### src/rtl/hilo_mon_pkg.sv
package hilo_mon_pkg;

    typedef enum logic [2:0] {
        CLS_OTHER = 3'd0,
        CLS_MFHI  = 3'd1,
        CLS_MFLO  = 3'd2,
        CLS_MTHI  = 3'd3,
        CLS_MTLO  = 3'd4,
        CLS_MUL   = 3'd5,
        CLS_DIV   = 3'd6,
        CLS_SPARE = 3'd7
    } instr_cls_e;

    typedef enum logic [1:0] {
        MODE_LEGACY  = 2'd0,
        MODE_VENDOR  = 2'd1,
        MODE_TUNABLE = 2'd2,
        MODE_MODERN  = 2'd3
    } arch_mode_e;

    typedef enum logic [1:0] {
        RSN_NONE    = 2'd0,
        RSN_PEER    = 2'd1,
        RSN_MT_NEAR = 2'd2,
        RSN_OP_NEAR = 2'd3
    } viol_rsn_e;

    // Register indices into the timestamp banks
    localparam int NUM_REGS = 2;
    localparam int IDX_HI   = 0;
    localparam int IDX_LO   = 1;

    // A read within this many counts of a later write/operation is hazardous
    localparam int HAZ_WIN  = 3;

    typedef struct packed {
        logic rd;      // move from HI/LO
        logic wr;      // move to HI/LO
        logic mul;
        logic div;
        logic sel_lo;  // target register of rd/wr: 0 = HI, 1 = LO
    } hilo_evt_t;

    typedef struct packed {
        logic chk_mt;
        logic chk_mul;
        logic chk_div;
    } rule_en_t;

    function automatic hilo_evt_t decode_cls(input logic [2:0] cls);
        hilo_evt_t e;
        e = '0;
        unique case (instr_cls_e'(cls))
            CLS_MFHI: e.rd = 1'b1;
            CLS_MFLO: begin e.rd = 1'b1; e.sel_lo = 1'b1; end
            CLS_MTHI: e.wr = 1'b1;
            CLS_MTLO: begin e.wr = 1'b1; e.sel_lo = 1'b1; end
            CLS_MUL:  e.mul = 1'b1;
            CLS_DIV:  e.div = 1'b1;
            default:  e = '0;
        endcase
        return e;
    endfunction

endpackage

### src/rtl/hilo_rule_sel.sv
module hilo_rule_sel
    import hilo_mon_pkg::*;
(
    input  logic [1:0] arch_mode_i,
    input  logic       chk_mt_i,
    input  logic       chk_mul_i,
    input  logic       chk_div_i,
    output rule_en_t   en_o
);

    always_comb begin
        en_o = '0;
        unique case (arch_mode_e'(arch_mode_i))
            MODE_LEGACY: begin
                en_o.chk_mt  = 1'b1;
                en_o.chk_mul = 1'b1;
                en_o.chk_div = 1'b1;
            end
            MODE_VENDOR: begin
                en_o.chk_div = 1'b1;
            end
            MODE_TUNABLE: begin
                en_o.chk_mt  = chk_mt_i;
                en_o.chk_mul = chk_mul_i;
                en_o.chk_div = chk_div_i;
            end
            default: en_o = '0;
        endcase
    end

endmodule

### src/rtl/hilo_ts_bank.sv
module hilo_ts_bank
    import hilo_mon_pkg::*;
#(
    parameter int TS_W = 32
) (
    input  logic                               clk,
    input  logic                               rst,
    input  logic                               valid_i,
    input  hilo_evt_t                          ev_i,
    output logic [TS_W-1:0]                    now_o,
    output logic [NUM_REGS-1:0][TS_W-1:0]      rd_ts_o,
    output logic [NUM_REGS-1:0][TS_W-1:0]      wr_ts_o,
    output logic [NUM_REGS-1:0][TS_W-1:0]      op_ts_o
);

    // Clock starts one count beyond the hazard window so reset-time stamps are harmless
    localparam logic [TS_W-1:0] NOW_START = TS_W'(HAZ_WIN + 1);

    logic [TS_W-1:0] now_q;

    always_ff @(posedge clk) begin
        if (rst)          now_q <= NOW_START;
        else if (valid_i) now_q <= now_q + 1'b1;
    end

    assign now_o = now_q;

    for (genvar g = 0; g < NUM_REGS; g++) begin : g_reg
        localparam logic SEL = 1'(g);
        logic [TS_W-1:0] rd_q, wr_q, op_q;

        always_ff @(posedge clk) begin
            if (rst) begin
                rd_q <= '0;
                wr_q <= '0;
                op_q <= '0;
            end else if (valid_i) begin
                if (ev_i.rd && ev_i.sel_lo == SEL) rd_q <= now_q;
                if (ev_i.wr && ev_i.sel_lo == SEL) wr_q <= now_q;
                if (ev_i.mul || ev_i.div)          op_q <= now_q;
            end
        end

        assign rd_ts_o[g] = rd_q;
        assign wr_ts_o[g] = wr_q;
        assign op_ts_o[g] = op_q;
    end

    // bubbles leave the instruction clock untouched
    a_r9_bubble_holds_clock: assert property (@(posedge clk) disable iff (rst)
        !valid_i |=> $stable(now_o));

    // every accepted instruction moves the clock
    a_r9_instr_moves_clock: assert property (@(posedge clk) disable iff (rst)
        valid_i |=> !$stable(now_o));

    // an operation stamps both registers with the same time
    a_r10_op_stamps_both: assert property (@(posedge clk) disable iff (rst)
        (valid_i && (ev_i.mul || ev_i.div)) |=> (op_ts_o[IDX_HI] == op_ts_o[IDX_LO]));

endmodule

### src/rtl/hilo_rule_eval.sv
module hilo_rule_eval
    import hilo_mon_pkg::*;
#(
    parameter int TS_W = 32
) (
    input  logic                          valid_i,
    input  hilo_evt_t                     ev_i,
    input  rule_en_t                      en_i,
    input  logic [TS_W-1:0]               now_i,
    input  logic [NUM_REGS-1:0][TS_W-1:0] rd_ts_i,
    input  logic [NUM_REGS-1:0][TS_W-1:0] wr_ts_i,
    input  logic [NUM_REGS-1:0][TS_W-1:0] op_ts_i,
    output logic                          hit_o,
    output viol_rsn_e                     rsn_o
);

    localparam int EXT_W = TS_W + 1;

    function automatic logic too_close(input logic [TS_W-1:0] rd_t,
                                       input logic [TS_W-1:0] cur_t);
        return (EXT_W'(rd_t) + EXT_W'(HAZ_WIN)) > EXT_W'(cur_t);
    endfunction

    logic            self_idx, peer_idx;
    logic [TS_W-1:0] s_op, s_wr, s_rd, p_wr, p_rd;
    logic            self_gap, peer_gap, clobber;
    logic            near_self, near_any, op_checked;

    always_comb begin
        self_idx = ev_i.sel_lo;
        peer_idx = ~ev_i.sel_lo;
        s_op = op_ts_i[self_idx];
        s_wr = wr_ts_i[self_idx];
        s_rd = rd_ts_i[self_idx];
        p_wr = wr_ts_i[peer_idx];
        p_rd = rd_ts_i[peer_idx];

        // exemptions: a read landed between the operation and the peer's write
        self_gap = (s_rd > s_op) && (s_rd < p_wr);
        peer_gap = (p_rd > s_op) && (p_rd < p_wr);
        clobber  = (p_wr > s_op) && (s_wr < s_op) && !self_gap && !peer_gap;

        near_self  = too_close(s_rd, now_i);
        near_any   = too_close(rd_ts_i[IDX_HI], now_i) || too_close(rd_ts_i[IDX_LO], now_i);
        op_checked = (ev_i.mul && en_i.chk_mul) || (ev_i.div && en_i.chk_div);
    end

    always_comb begin
        hit_o = 1'b0;
        rsn_o = RSN_NONE;
        if (valid_i) begin
            if (ev_i.rd) begin
                if (clobber) begin
                    hit_o = 1'b1;
                    rsn_o = RSN_PEER;
                end
            end else if (ev_i.wr) begin
                if (en_i.chk_mt && near_self) begin
                    hit_o = 1'b1;
                    rsn_o = RSN_MT_NEAR;
                end
            end else if (op_checked && near_any) begin
                hit_o = 1'b1;
                rsn_o = RSN_OP_NEAR;
            end
        end
    end

endmodule

### src/rtl/hilo_hazard_mon.sv
module hilo_hazard_mon
    import hilo_mon_pkg::*;
#(
    parameter int TS_W = 32
) (
    input  logic       clk,
    input  logic       rst,
    input  logic       instr_valid_i,
    input  logic [2:0] instr_cls_i,
    input  logic [1:0] arch_mode_i,
    input  logic       chk_mt_i,
    input  logic       chk_mul_i,
    input  logic       chk_div_i,
    output logic       viol_o,
    output logic [1:0] viol_rsn_o
);

    hilo_evt_t                     ev;
    rule_en_t                      en;
    logic [TS_W-1:0]               now;
    logic [NUM_REGS-1:0][TS_W-1:0] rd_ts, wr_ts, op_ts;
    logic                          hit;
    viol_rsn_e                     rsn;

    assign ev = decode_cls(instr_cls_i);

    hilo_rule_sel u_sel (
        .arch_mode_i (arch_mode_i),
        .chk_mt_i    (chk_mt_i),
        .chk_mul_i   (chk_mul_i),
        .chk_div_i   (chk_div_i),
        .en_o        (en)
    );

    hilo_ts_bank #(.TS_W(TS_W)) u_bank (
        .clk     (clk),
        .rst     (rst),
        .valid_i (instr_valid_i),
        .ev_i    (ev),
        .now_o   (now),
        .rd_ts_o (rd_ts),
        .wr_ts_o (wr_ts),
        .op_ts_o (op_ts)
    );

    hilo_rule_eval #(.TS_W(TS_W)) u_eval (
        .valid_i (instr_valid_i),
        .ev_i    (ev),
        .en_i    (en),
        .now_i   (now),
        .rd_ts_i (rd_ts),
        .wr_ts_i (wr_ts),
        .op_ts_i (op_ts),
        .hit_o   (hit),
        .rsn_o   (rsn)
    );

    always_ff @(posedge clk) begin
        if (rst) begin
            viol_o     <= 1'b0;
            viol_rsn_o <= RSN_NONE;
        end else begin
            viol_o     <= hit;
            viol_rsn_o <= rsn;
        end
    end

    // a pulse is only ever caused by an instruction one clock earlier
    a_r9_pulse_after_instr: assert property (@(posedge clk) disable iff (rst)
        viol_o |-> $past(instr_valid_i));

    // a pulse always carries a real reason
    a_r10_reason_present: assert property (@(posedge clk) disable iff (rst)
        viol_o |-> (viol_rsn_o != RSN_NONE));

    // modern mode reports only the peer-clobber rule
    a_r7_modern_peer_only: assert property (@(posedge clk) disable iff (rst)
        (viol_o && $past(arch_mode_i) == MODE_MODERN) |-> (viol_rsn_o == RSN_PEER));

    // vendor mode never reports write-after-read, nor a multiply
    a_r6_vendor_subset: assert property (@(posedge clk) disable iff (rst)
        (viol_o && $past(arch_mode_i) == MODE_VENDOR)
            |-> (viol_rsn_o != RSN_MT_NEAR && $past(instr_cls_i) != CLS_MUL));

    // operation-after-read reasons come from multiplies or divides only
    a_r5_op_reason_source: assert property (@(posedge clk) disable iff (rst)
        (viol_o && viol_rsn_o == RSN_OP_NEAR)
            |-> ($past(instr_cls_i) == CLS_MUL || $past(instr_cls_i) == CLS_DIV));

    // peer-clobber reasons come from reads only
    a_r2_peer_reason_source: assert property (@(posedge clk) disable iff (rst)
        (viol_o && viol_rsn_o == RSN_PEER)
            |-> ($past(instr_cls_i) == CLS_MFHI || $past(instr_cls_i) == CLS_MFLO));

endmodule

### config.mk
export PLATFORM = sky130hd
export DESIGN_NAME = hilo_hazard_mon
export DESIGN_NICKNAME = d
export VERILOG_FILES = /design/src/rtl/hilo_mon_pkg.sv /design/src/rtl/hilo_rule_sel.sv /design/src/rtl/hilo_ts_bank.sv /design/src/rtl/hilo_rule_eval.sv /design/src/rtl/hilo_hazard_mon.sv
export SDC_FILE = /design/constraint.sdc
export NUM_CORES = 1
export LEC_CHECK = 0
export ABC_AREA = 1
export BUFFER_PORTS_ARGS = -buffer_cell sky130_fd_sc_hd__buf_2
export CELL_PAD_IN_SITES_DETAIL_PLACEMENT = 1
export CELL_PAD_IN_SITES_GLOBAL_PLACEMENT = 2
export CORE_AREA = 2 2 221 223
export CTS_CLUSTER_SIZE = 14
export DETAILED_ROUTE_END_ITERATION = 8
export DIE_AREA = 0 0 223 225
export PLACE_DENSITY_LB_ADDON = 0.05
export SYNTH_ARGS = -nofsm -noshare
export SYNTH_HDL_FRONTEND = slang
export SYNTH_HIERARCHICAL = 1
export SYNTH_SLANG_ARGS = --single-unit
### constraint.sdc
create_clock -name clk -period 9.3 [get_ports clk]
set_input_delay 1.86 -clock clk [delete_from_list [all_inputs] [get_ports clk]]
set_output_delay 1.86 -clock clk [all_outputs]
set_load 0.01 [all_outputs]
==> flow_summary.yaml <==
die:
  start_util_pct: 39.70
  io_pins: 14
  fp.dieH_um: 225
  die_w_um: 223
  rows: 80
  die_area_mm2: 0.05018
  core_mm2: 0.04755
worst_setup_path:
  r2r-end: "viol_rsn_o[0]$_SDFF_PP0_"
  critPathMaxFanout: 53
  crit_arrival_ns: 6.60
  endpoint_kind: "flip-flop"
  start_kind: "input pin"
  max_stage_delay_ns: 0.50
  r2r_cells: 27
  timing.rr.start: "u_bank/g_reg[1].rd_q[0]$_SDFFE_PP0P_"
  worst_path_max_delay_cell: "buf_4"
  path_class: "input pin to flip-flop"
  r2r_slack_ns: 4.40
  crit_required_ns: 9.68
routing:
  ant_nets: 0
  viasPerCell: 5.361
  drt-total-wl_mm: 70.90
  drc_errors: 0
  num_vias: 18150
  drt_iter0_markers: 1069
  firstDrtPassIters: 4
  wl_per_cell_um: 20.95
power_and_ir_drop:
  p_per_area_mw_per_mm2: 123.7
  max-vdd-ir-drop_mv: 0.1152
  p_leak_nw: 8.810
synthesis:
  synthArstFlopShare_pct: 0
  yosysTopAreaCellShare_pct: 20.68
  yosys_warnings: 6
  avgSynthCellArea_um2: 6.675
  syn_area_mm2: 0.01888
  synth-edff-count: 0
  netlist_top_cells_count: "512 x nand2_1, 453 x inv_1, 301 x a21oi_1"
  synth_most_common_cell: "nand2_1"
  ys_seq_area_share_pct: 20.68
  synth_area_leaders: "dfxtp_1 21%, ha_1 19%, nand2_1 10%"
  syn_nets: 3128
  synthFlopType: "dfxtp_1"
  synthCells: 2828
  ys_seq_elements: 195
  yosys.cell_types.count: 53
  yosysTopAreaCell: "dfxtp_1"
placement:
  gp_congestion: 0.9049
  port_buffers: 13
  hpwlAfterDp_mm: 57.00
  pre_cts_slack_ns: 2.592
grt:
  grt_pass1_vias: 18210
  grt_overflow: 0
  grtUsageTotal_pct: 28.72
  grt_max_degree: 147
  antenna_found_initial: 4
  grt_pass1_wl_mm: 108.5
worst_hold_path:
  min-delay-start: "u_bank/g_reg[0].wr_q[29]$_SDFFE_PP0P_"
  holdPathEnd: "u_bank/g_reg[0].wr_q[29]$_SDFFE_PP0P_"
  min_path_cells: 2
  hp-class: "flip-flop to flip-flop"
run:
  drv_cap: 0
sta:
  hold_violations: 0
  rsz0062_at_grt: "no"
  drv_slew: 0
  max_freq_ghz: 0.1607
  layout_min_cycle_time_ns: 6.223
  setup_ws_ns: 3.077
  tightest_slew_ns: 1.039
  clock_skew_ns: 0.02447
  finalSetupViolations: 0
  relSlewSlack_pct: 30.75
  fin_setup_tns_ns: 0
  period_share_pct: 66.92
clock_tree:
  postCtsSetupBuffers: 0
  cts_buffers: 17
  cts_tree: "done"
  clkTransAtPathRegs_ns: 0.09
  cts_max_level: 4
  clk_path_buf_depth: 2
  cts-root-buf: "clkbuf_16"
  cts_hold_buffers: 0
  cts_resized: 0
  clkLatencyLatePin_ns: 0.50
  clkSinkCount: 195
final_layout:
  nets: 3055
  drive_gt1_share_pct: 6.286
  area_delta_synth_final_pct: 4.978
run_status:
  status: "finished clean"
area by class of cell:
class / instances / area [um2]
antenna: 2 / 5.005
clock buffer: 18 / 429.2
clock inverter: 14 / 185.2
fill: 6206 / 27730
inverter: 467 / 1755
multi-input combinational: 2034 / 12490
sequential: 195 / 3904
tap: 615 / 769.5
timing repair buffer: 40 / 280.3
routing by layer:
layer | GRT usage [%] | share of wire (%) | up-vias
met5 | 0 | 0.018 | -
met4 | 7.361 | 1.8 | 2
met3 | 3.807 | 3.6 | 54
met2 | 46.15 | 44 | 241
met1 | 40.41 | 50 | 8762
li1 | - | - | 9087
layout by cell type (no fill, tap or decap), types with 6 or more instances in the layout:
cell,netlist,routed
o21ai_0,299,299
ha_1,289,289
mux2i_1,31,31
a21oi_1,301,301
o21ai_1,21,21
nor3_1,36,36
nor2_4,11,11
o21ai_2,12,12
buf_2,19,13
nand2_2,18,18
a21o_1,7,7
dfxtp_1,195,195
buf_4,39,26
a211oi_1,6,6
nor4_1,13,13
inv_2,14,13
inv_1,453,453
clkbuf_16,0,17
nor2_2,14,14
nand2_1,512,511
o21a_1,11,11
nor3_2,11,11
nor2_1,204,204
xnor2_1,21,21
nand4_1,49,49
nand3_2,6,6
nand3_1,61,61
xor2_1,68,68
flip-flops by register name, summed over array words and instances (netlist names):
| signal | cells |
|---|---|
| u_bank/now_o | 32 |
| u_bank/g.wr_q | 64 |
| viol_o | 1 |
| viol_rsn_o | 2 |
| u_bank/g.rd_q | 64 |
| u_bank/g.op_q | 32 |
power by group:
group | total, W | internal [W] | switching (W) | leakage (nW)
registers | 0.000902 | 0.000865 | 0.0000375 | 1.58
clock network | 0.000806 | 0.000389 | 0.000416 | 0.299
logic | 0.000744 | 0.000256 | 0.000488 | 6.93
logic make-up after synthesis:
group	share of synthesized area (%)
compound gates	19.17
buf+inv	13.20
xor+xnor	4.130
flops	20.68
simple gates	22.01
mux	1.644
fa+ha+maj	19.16
worst max path at each step:
stage,from,end,slack [ns],depth (start not counted)
after floorplan,instr_cls_i[2],viol_o$_SDFF_PP0_,4.00,32
after global placement,instr_cls_i[2],viol_o$_SDFF_PP0_,2.73,32
after detailed placement,instr_cls_i[2],viol_o$_SDFF_PP0_,2.59,32
after CTS,instr_cls_i[2],viol_o$_SDFF_PP0_,3.12,32
after global routing,instr_cls_i[2],viol_o$_SDFF_PP0_,2.55,32
final,instr_cls_i[2],viol_o$_SDFF_PP0_,3.08,32
critical path: cells and delay by family:
kind / cells / cell delay [ns]
AND/OR/NAND/NOR: 20 / 2.65
buffers and inverters: 8 / 1.02
adder cells (fa/ha/maj): 2 / 0.58
AO/OA/AOI/OAI: 1 / 0.25
XOR/XNOR: 1 / 0.19
through the flow:
stage                     area, um2  total power, W  instances  hold slack [ns]  utilization, %
final                         19820        0.002452       3385           0.4482           41.68
after global placement        19200        0.001632       3351           0.4327           40.37
after floorplan               18880        0.001440       2828           0.4237               -
after global routing          19810        0.002610       3383           0.4684           41.67
after CTS                     19810        0.002478       3383           0.4505           41.67
after detailed placement      19200        0.001661       3351           0.4377           40.37
Power figures use the tool's default switching activity.
